==> src/rtl/uart_irq_pkg.sv <==
package uart_irq_pkg;

  localparam logic [3:0] ID_NONE  = 4'h1;
  localparam logic [3:0] ID_LINE  = 4'h6;
  localparam logic [3:0] ID_TMO   = 4'hC;
  localparam logic [3:0] ID_RXD   = 4'h4;
  localparam logic [3:0] ID_THRE  = 4'h2;
  localparam logic [3:0] ID_MODEM = 4'h0;

  // enable bit positions
  localparam int EN_RXD   = 0;
  localparam int EN_THRE  = 1;
  localparam int EN_LINE  = 2;
  localparam int EN_MODEM = 3;

  typedef struct packed {
    logic ierLoad;
    logic threSet;
    logic threClr;
  } irqCmd_t;

  typedef struct packed {
    logic [3:0] lineErr;
    logic       dataReady;
    logic       rxAtTrig;
    logic       timeoutPend;
    logic [3:0] modemDelta;
  } irqSrc_t;

  function automatic logic [3:0] pickId(input logic [3:0] ier,
                                        input logic thre,
                                        input irqSrc_t s);
    logic [3:0] id;
    id = ID_NONE;
    if (ier[EN_LINE] && (|s.lineErr))                      id = ID_LINE;
    else if (ier[EN_RXD] && s.timeoutPend)                 id = ID_TMO;
    else if (ier[EN_RXD] && s.dataReady && s.rxAtTrig)     id = ID_RXD;
    else if (ier[EN_THRE] && thre)                         id = ID_THRE;
    else if (ier[EN_MODEM] && (|s.modemDelta))             id = ID_MODEM;
    return id;
  endfunction

endpackage

==> src/rtl/uart_irq_ctrl.sv <==
module uart_irq_ctrl
  import uart_irq_pkg::*;
(
  input  logic       ierWrEn,
  input  logic       ierNewThre,
  input  logic       ierCurThre,
  input  logic       thrEmpty,
  input  logic       thrWrEn,
  input  logic       txFifoRst,
  input  logic       iirRdEn,
  input  logic [3:0] curId,
  output irqCmd_t    cmd
);

  logic threEnFlip;
  assign threEnFlip = ierWrEn && (ierNewThre != ierCurThre);

  // strobe priority: fifo reset, holding write, enable write, id read
  always_comb begin
    cmd         = '0;
    cmd.ierLoad = ierWrEn;
    if (txFifoRst) begin
      cmd.threSet = 1'b1;
    end else if (thrWrEn) begin
      cmd.threClr = 1'b1;
    end else if (threEnFlip) begin
      if (ierNewThre && thrEmpty) cmd.threSet = 1'b1;
      else                        cmd.threClr = 1'b1;
    end else if (iirRdEn && (curId == ID_THRE)) begin
      cmd.threClr = 1'b1;
    end
  end

endmodule

==> src/rtl/uart_irq_dp.sv <==
module uart_irq_dp
  import uart_irq_pkg::*;
#(
  parameter int CNT_W = 5
) (
  input  logic             clk,
  input  logic             rstN,
  input  irqCmd_t          cmd,
  input  logic [3:0]       ierWrData,
  input  logic [3:0]       lineErr,
  input  logic             dataReady,
  input  logic [CNT_W-1:0] rxCount,
  input  logic [CNT_W-1:0] rxTrigLevel,
  input  logic             fifoEn,
  input  logic             timeoutPend,
  input  logic [3:0]       modemDelta,
  output logic [3:0]       ierQ,
  output logic [3:0]       curId,
  output logic [7:0]       iirOut,
  output logic             irqOut
);

  logic       threQ;
  logic       threNext;
  logic [3:0] ierNext;
  logic [3:0] nextId;
  irqSrc_t    src;

  assign src.lineErr     = lineErr;
  assign src.dataReady   = dataReady;
  assign src.rxAtTrig    = !fifoEn || (rxCount >= rxTrigLevel);
  assign src.timeoutPend = timeoutPend;
  assign src.modemDelta  = modemDelta;

  assign ierNext  = cmd.ierLoad ? ierWrData : ierQ;
  assign threNext = cmd.threSet ? 1'b1 : (cmd.threClr ? 1'b0 : threQ);

  assign curId  = pickId(ierQ, threQ, src);
  assign nextId = pickId(ierNext, threNext, src);
  assign iirOut = {fifoEn, fifoEn, 2'b00, curId};

  always_ff @(posedge clk) begin
    if (!rstN) begin
      ierQ   <= '0;
      threQ  <= 1'b0;
      irqOut <= 1'b0;
    end else begin
      ierQ   <= ierNext;
      threQ  <= threNext;
      irqOut <= (nextId != ID_NONE);
    end
  end

  // a fifo reset while the enable is held leaves the source pending
  a_r9_reset_pends: assert property (@(posedge clk) disable iff (!rstN)
    (cmd.threSet && !cmd.ierLoad && ierQ[EN_THRE]) |=> (irqOut && threQ));

  // modem source is only shown with its enable and a delta flag
  a_r12_modem_src: assert property (@(posedge clk) disable iff (!rstN)
    (curId == ID_MODEM) |-> (ierQ[EN_MODEM] && (|modemDelta)));

endmodule

==> src/rtl/uart_irq_id.sv <==
module uart_irq_id
  import uart_irq_pkg::*;
#(
  parameter int CNT_W = 5
) (
  input  logic             clk,
  input  logic             rstN,
  input  logic             ierWrEn,
  input  logic [3:0]       ierWrData,
  input  logic             iirRdEn,
  input  logic             thrWrEn,
  input  logic             txFifoRst,
  input  logic             thrEmpty,
  input  logic [3:0]       lineErr,
  input  logic             dataReady,
  input  logic [CNT_W-1:0] rxCount,
  input  logic [CNT_W-1:0] rxTrigLevel,
  input  logic             fifoEn,
  input  logic             timeoutPend,
  input  logic [3:0]       modemDelta,
  output logic [7:0]       ierOut,
  output logic [7:0]       iirOut,
  output logic             irqOut
);

  irqCmd_t    cmd;
  logic [3:0] ierQ;
  logic [3:0] curId;

  uart_irq_ctrl u_ctrl (
    .ierWrEn    (ierWrEn),
    .ierNewThre (ierWrData[EN_THRE]),
    .ierCurThre (ierQ[EN_THRE]),
    .thrEmpty   (thrEmpty),
    .thrWrEn    (thrWrEn),
    .txFifoRst  (txFifoRst),
    .iirRdEn    (iirRdEn),
    .curId      (curId),
    .cmd        (cmd)
  );

  uart_irq_dp #(.CNT_W(CNT_W)) u_dp (
    .clk         (clk),
    .rstN        (rstN),
    .cmd         (cmd),
    .ierWrData   (ierWrData),
    .lineErr     (lineErr),
    .dataReady   (dataReady),
    .rxCount     (rxCount),
    .rxTrigLevel (rxTrigLevel),
    .fifoEn      (fifoEn),
    .timeoutPend (timeoutPend),
    .modemDelta  (modemDelta),
    .ierQ        (ierQ),
    .curId       (curId),
    .iirOut      (iirOut),
    .irqOut      (irqOut)
  );

  assign ierOut = {4'h0, ierQ};

  logic anyStrobe;
  assign anyStrobe = ierWrEn || iirRdEn || thrWrEn || txFifoRst;

  // a read that sees the transmit-empty id removes it
  a_r7_read_clears: assert property (@(posedge clk) disable iff (!rstN)
    (iirRdEn && (iirOut[3:0] == ID_THRE) && !txFifoRst && !ierWrEn)
      |=> (iirOut[3:0] != ID_THRE));

  // with quiet strobes and steady status the line matches the id
  a_r11_irq_tracks: assert property (@(posedge clk) disable iff (!rstN)
    ($past(!anyStrobe) && $stable(lineErr) && $stable(dataReady) &&
     $stable(rxCount) && $stable(rxTrigLevel) && $stable(fifoEn) &&
     $stable(timeoutPend) && $stable(modemDelta))
      |-> (irqOut == !iirOut[0]));

  // an enabled line error always takes precedence
  a_r2_line_first: assert property (@(posedge clk) disable iff (!rstN)
    (ierOut[EN_LINE] && (|lineErr)) |-> (iirOut[3:0] == ID_LINE));

  // upper enable bits never read back as set
  a_r10_ier_upper: assert property (@(posedge clk) disable iff (!rstN)
    ierOut[7:4] == 4'h0);

endmodule

==> config.mk <==
export PLATFORM = sky130hd
export DESIGN_NAME = uart_irq_id
export DESIGN_NICKNAME = d
export VERILOG_FILES = /design/src/rtl/uart_irq_pkg.sv /design/src/rtl/uart_irq_ctrl.sv /design/src/rtl/uart_irq_dp.sv /design/src/rtl/uart_irq_id.sv
export SDC_FILE = /design/constraint.sdc
export NUM_CORES = 1
export LEC_CHECK = 0
export CORE_UTILIZATION = 25
export DETAILED_ROUTE_END_ITERATION = 12
export DONT_BUFFER_PORTS = 1
export PLACE_DENSITY_LB_ADDON = 0.1
export RECOVER_POWER = 100
export SLEW_MARGIN = 20
export SYNTH_ARGS = -nofsm -noshare
export SYNTH_HDL_FRONTEND = slang
export SYNTH_SLANG_ARGS = --single-unit
==> constraint.sdc <==
create_clock -name clk -period 1.65 [get_ports clk]
set_input_delay 0.33 -clock clk [delete_from_list [all_inputs] [get_ports clk]]
set_output_delay 0.33 -clock clk [all_outputs]
set_load 0.03 [all_outputs]
* Word-level counts from Yosys, hierarchy flattened *
Cells that the tools add are included.
W data, S select, Z words.

word-level totals
  register bits = 6
  word-level logic and storage cells = 48

cells by class
  order comparisons = 1
  equality and inequality tests = 3
  mux-type cells = 22
  reduce and logical (&&, ||, !) cells = 19

operators with widths
  operator              count
  $mux W4               9
  $logic_and A1 B1 Y1   15
  $mux W1               13
  $reduce_or A4 Y1      2
  $ge A5 B5 Y1          1
  $eq A4 B2 Y1 const B  1
  $ne A4 B1 Y1 const B  1
  $logic_not A1 Y1      1
  $logic_or A1 B1 Y1    1
  $ne A1 B1 Y1          1

* Logic depth before layout (Yosys ltp) *
  depth in word-level cells = 21
  mapped depth = 7
  depth with buffers taken out = 7

* Modules after synthesis *
From an unflattened synthesis, not the netlist that was laid out.

second synthesis, totals
  cells, all modules = 74
  area total of the unflattened synthesis = 596.8 µm²

by module, submodules not included
  module         times used  cells an instance  area an instance (µm²)  sequential area each (µm²)
  uart_irq_dp    1           61                 501.7                   120.1
  uart_irq_ctrl  1           8                  61.3                    0.0
  uart_irq_id    1           5                  33.8                    0.0

* Worst setup path after synthesis *
No wires, ideal clock.

  path type = in2out
  start point = in rxTrigLevel[2]
  end point = out iirOut[0]
  arrival = 1.752 ns
  data required time = 1.320 ns
  path slack = -0.432 ns
  stages on the path = 6
  path buffers = 0
  cell sequence = inv_1 -> ha_1 -> a21o_1 -> a31oi_2 -> o2111ai_4 -> nor2_1

between the ends
  longest elaborated chain between the ends = 6

ends and longest elaborated chain
  what                 line                RTL
  from (decl)          uart_irq_id.sv:17   input logic [CNT_W-1:0] rxTrigLevel,
  $ge A5 B5 Y1         uart_irq_dp.sv:31   assign src.rxAtTrig = !fifoEn || (rxCount >= rxTrigLevel);
  $logic_or A1 B1 Y1   uart_irq_dp.sv:31
  $logic_and A1 B1 Y1  uart_irq_pkg.sv:37  else if (ier[EN_RXD] && s.dataReady && s.rxAtTrig) id = ID_RXD;
  $mux W4              uart_irq_pkg.sv:37
  $mux W4              uart_irq_pkg.sv:36  else if (ier[EN_RXD] && s.timeoutPend) id = ID_TMO;
  $mux W4              uart_irq_pkg.sv:35  if (ier[EN_LINE] && (|s.lineErr)) id = ID_LINE;
  to (decl)            uart_irq_id.sv:22   output logic [7:0] iirOut,

Every way passes these cells.

* Worst setup path in the final report *
  start point = in rxTrigLevel[4]
  end point = out iirOut[1]

Same word-level chain as after synthesis.

==> flow_metrics.py <==
metrics = {
    "final_layout": {
        "layout.cells.non_filler": 113,
        "final_common_cell": "inv_1",
        "layout-drive-gt1-share_pct": 42.4,
        "fin_nets": 124,
        "diodes": 0,
        "syn2layout_area_growth_pct": 34.6,
        "layout_common_cells": "inv_1 (8), buf_4 (7), conb_1 (6), dfxtp_1 (6)",
    },
    "clock_network": {
        "cts_inserted_buffers": 3,
        "htree_levels": 1,
        "cts_tree": "yes",
        "clkTransAtPathRegs_ns": 0.04,
        "cts_root_buf": "clkbuf_4",
        "cts_sinks": 6,
        "cts_max_path_buffers": 2,
        "clk_latency_ns": 0.24,
        "postCtsHoldBufs": 0,
    },
    "route": {
        "wl_met3_um": 105,
        "ant_nets": 0,
        "drt-initial-drc-count": 0,
        "post-route-drc-count": 0,
        "routed.top_layer": "met3",
        "dr.pass1.iters": 1,
        "vias": 530,
        "wl_met2_um": 690,
        "finalWirelength_um": 1360,
        "wl_per_cell_um": 12.1,
        "via_per_inst": 4.69,
        "met1_length_um": 566,
    },
    "timing": {
        "finalHoldViolCount": 0,
        "worst_slack_ns": -0.105,
        "period_share_pct": 106,
        "fin_worst_skew_ns": 0.000157,
        "setup_viol": 3,
        "fmax_mhz": 570,
        "holdWs_ns": 0.210,
        "report.final.slew_viol_count": 0,
        "min_period_ns": 1.75,
        "rsz0062_at_grt": "yes",
    },
    "global_route": {
        "grt_pass1_vias": 506,
        "grt-ovfl-total": 0,
        "grt_pass1_wl_um": 2000,
        "grt_max_degree": 7,
        "track_usage_pct": 10.5,
        "antenna_found_initial": 0,
    },
    "synth": {
        "syn_area_um2": 607,
        "synthCells": 73,
        "synth.avg_cell_area_um2": 8.31,
        "synth_async_sr_flop_share_pct": 0,
        "yosys.area.top_type_share_pct": 19.8,
        "synth_edf_count": 0,
        "ys_warn_count": 0,
        "yosysSeqAreaShare_pct": 19.8,
        "synth_top_cells_by_area": "dfxtp_1 (20%), buf_4 (11%), ha_1 (10%)",
        "synth_cell_types": 33,
        "synth_area_leader_cell": "dfxtp_1",
        "synth_seq_cells": 6,
        "synth_ff_type": "dfxtp_1",
    },
    "power_and_ir_drop": {
        "p_per_area_nw_per_um2": 622,
        "peakVddDrop_v": 0.000358,
        "p_leak_nw": 0.359,
    },
    "setup_path": {
        "r2r_setup_slack_ns": 0.33,
        "worstSetupPathType": "in -> out",
        "arrival_ns": 1.42,
        "path_max_fanout": 2,
        "start_kind": "input port",
        "timing.critical_path.to_type": "primary output",
        "cp.required_ns": 1.32,
    },
    "place": {
        "pre_cts_ws_ns": -0.201,
        "dp_cells": 108,
        "gp_congestion": 0.721,
        "place.port_buffers": 0,
        "dp_hpwl_um": 1130,
    },
    "run_status": {
        "status": "finished, violations left",
        "violations": "setup timing",
    },
    "floorplan": {
        "ios": 49,
        "dieHeight_um": 51.3,
        "fp.dieW_um": 51.3,
        "dieArea_um2": 2630,
        "num_rows": 17,
        "start_util_pct": 26.9,
        "coreArea_um2": 2250,
    },
    "min_path": {
        "min_path_type": "in -> reg",
    },
    "job": {
        "cap_violations": 0,
    },
}
[synthesized netlist by cell type, types with 2 or more instances]
master   count
buf_4        9
nand2_1      6
a31oi_1      2
nor2b_1      6
dfxtp_1      6
inv_1       11
mux2i_1      3
ha_1         5
[worst paths after layout]
check,start,endpoint,depth (start not counted)
hold reg to reg,u_dp.ierQ[1]$_SDFF_PN0_,u_dp.ierQ[1]$_SDFF_PN0_,2
hold / removal,rstN,u_dp.ierQ[0]$_SDFF_PN0_,2
setup / recovery,rxTrigLevel[4],iirOut[1],8
setup reg to reg,u_dp.ierQ[1]$_SDFF_PN0_,u_dp.irqOut$_SDFF_PN0_,4
[through the flow]
step	util, %	cell area, µm²	TNS [ns]	total power, mW
finish	36.2	817	-0.213	0.508
global route	36.2	817	-0.372	0.549
detailed placement	32.0	721	-0.509	0.361
global placement	32.0	721	-0.514	0.361
CTS	36.0	812	-0.302	0.516
floorplan	-	668	-0.312	0.340
[layer usage]
layer  global-route usage, %  vias up
met2                    17.8       27
met1                    12.2      241
met3                    2.38        0
li1                        -      262
met4                    5.41        0
met5                       0        -
[flip-flops by register name, summed over array words and instances (netlist names)]
name	count
u_dp.ierQ	4
u_dp.irqOut	1
u_dp.threQ	1
[cell type report]
cell class                 instances  area [µm²]
clock buffer                       3        22.5
fill                             252        1440
inverter                          11        48.8
multi-input combinational         51         492
sequential                         6         120
tap                               28        35.0
timing repair buffer              14        98.8
[power breakdown]
part | total (mW) | switching, mW | leakage (nW) | internal, mW
combinational | 0.208 | 0.113 | 0.295 | 0.0946
sequential | 0.170 | 0.0135 | 0.0498 | 0.157
clock | 0.130 | 0.0480 | 0.0138 | 0.0819
[critical path: stages]
cell and delay [ns]:
inv_2 0.02, ha_4 0.25, nand2_2 0.05, and3_4 0.17, o221a_4 0.29, nor2b_4 0.11
o21ai_2 0.06, buf_6 0.13
[kinds of logic (layout without fill, tap and decap cells)]
logic type | after synthesis | count (layout) | share of synthesized area (%)
compound gates | 15 | 15 | 23.5
fa+ha+maj | 5 | 5 | 10.3
buf+inv | 21 | 28 | 18.8
flops | 6 | 6 | 19.8
mux | 4 | 4 | 6.80
other cells | 1 | 6 | 0.618
simple gates | 21 | 21 | 20.2
[repair_timing]
item	CTS	global route
hold endpoints to repair	0	0
endpoints found under the setup margin	3	3
resized for setup	9	5
setup buffers	2	0
pin swaps	7	3
(Power assumes the default switching activity.)
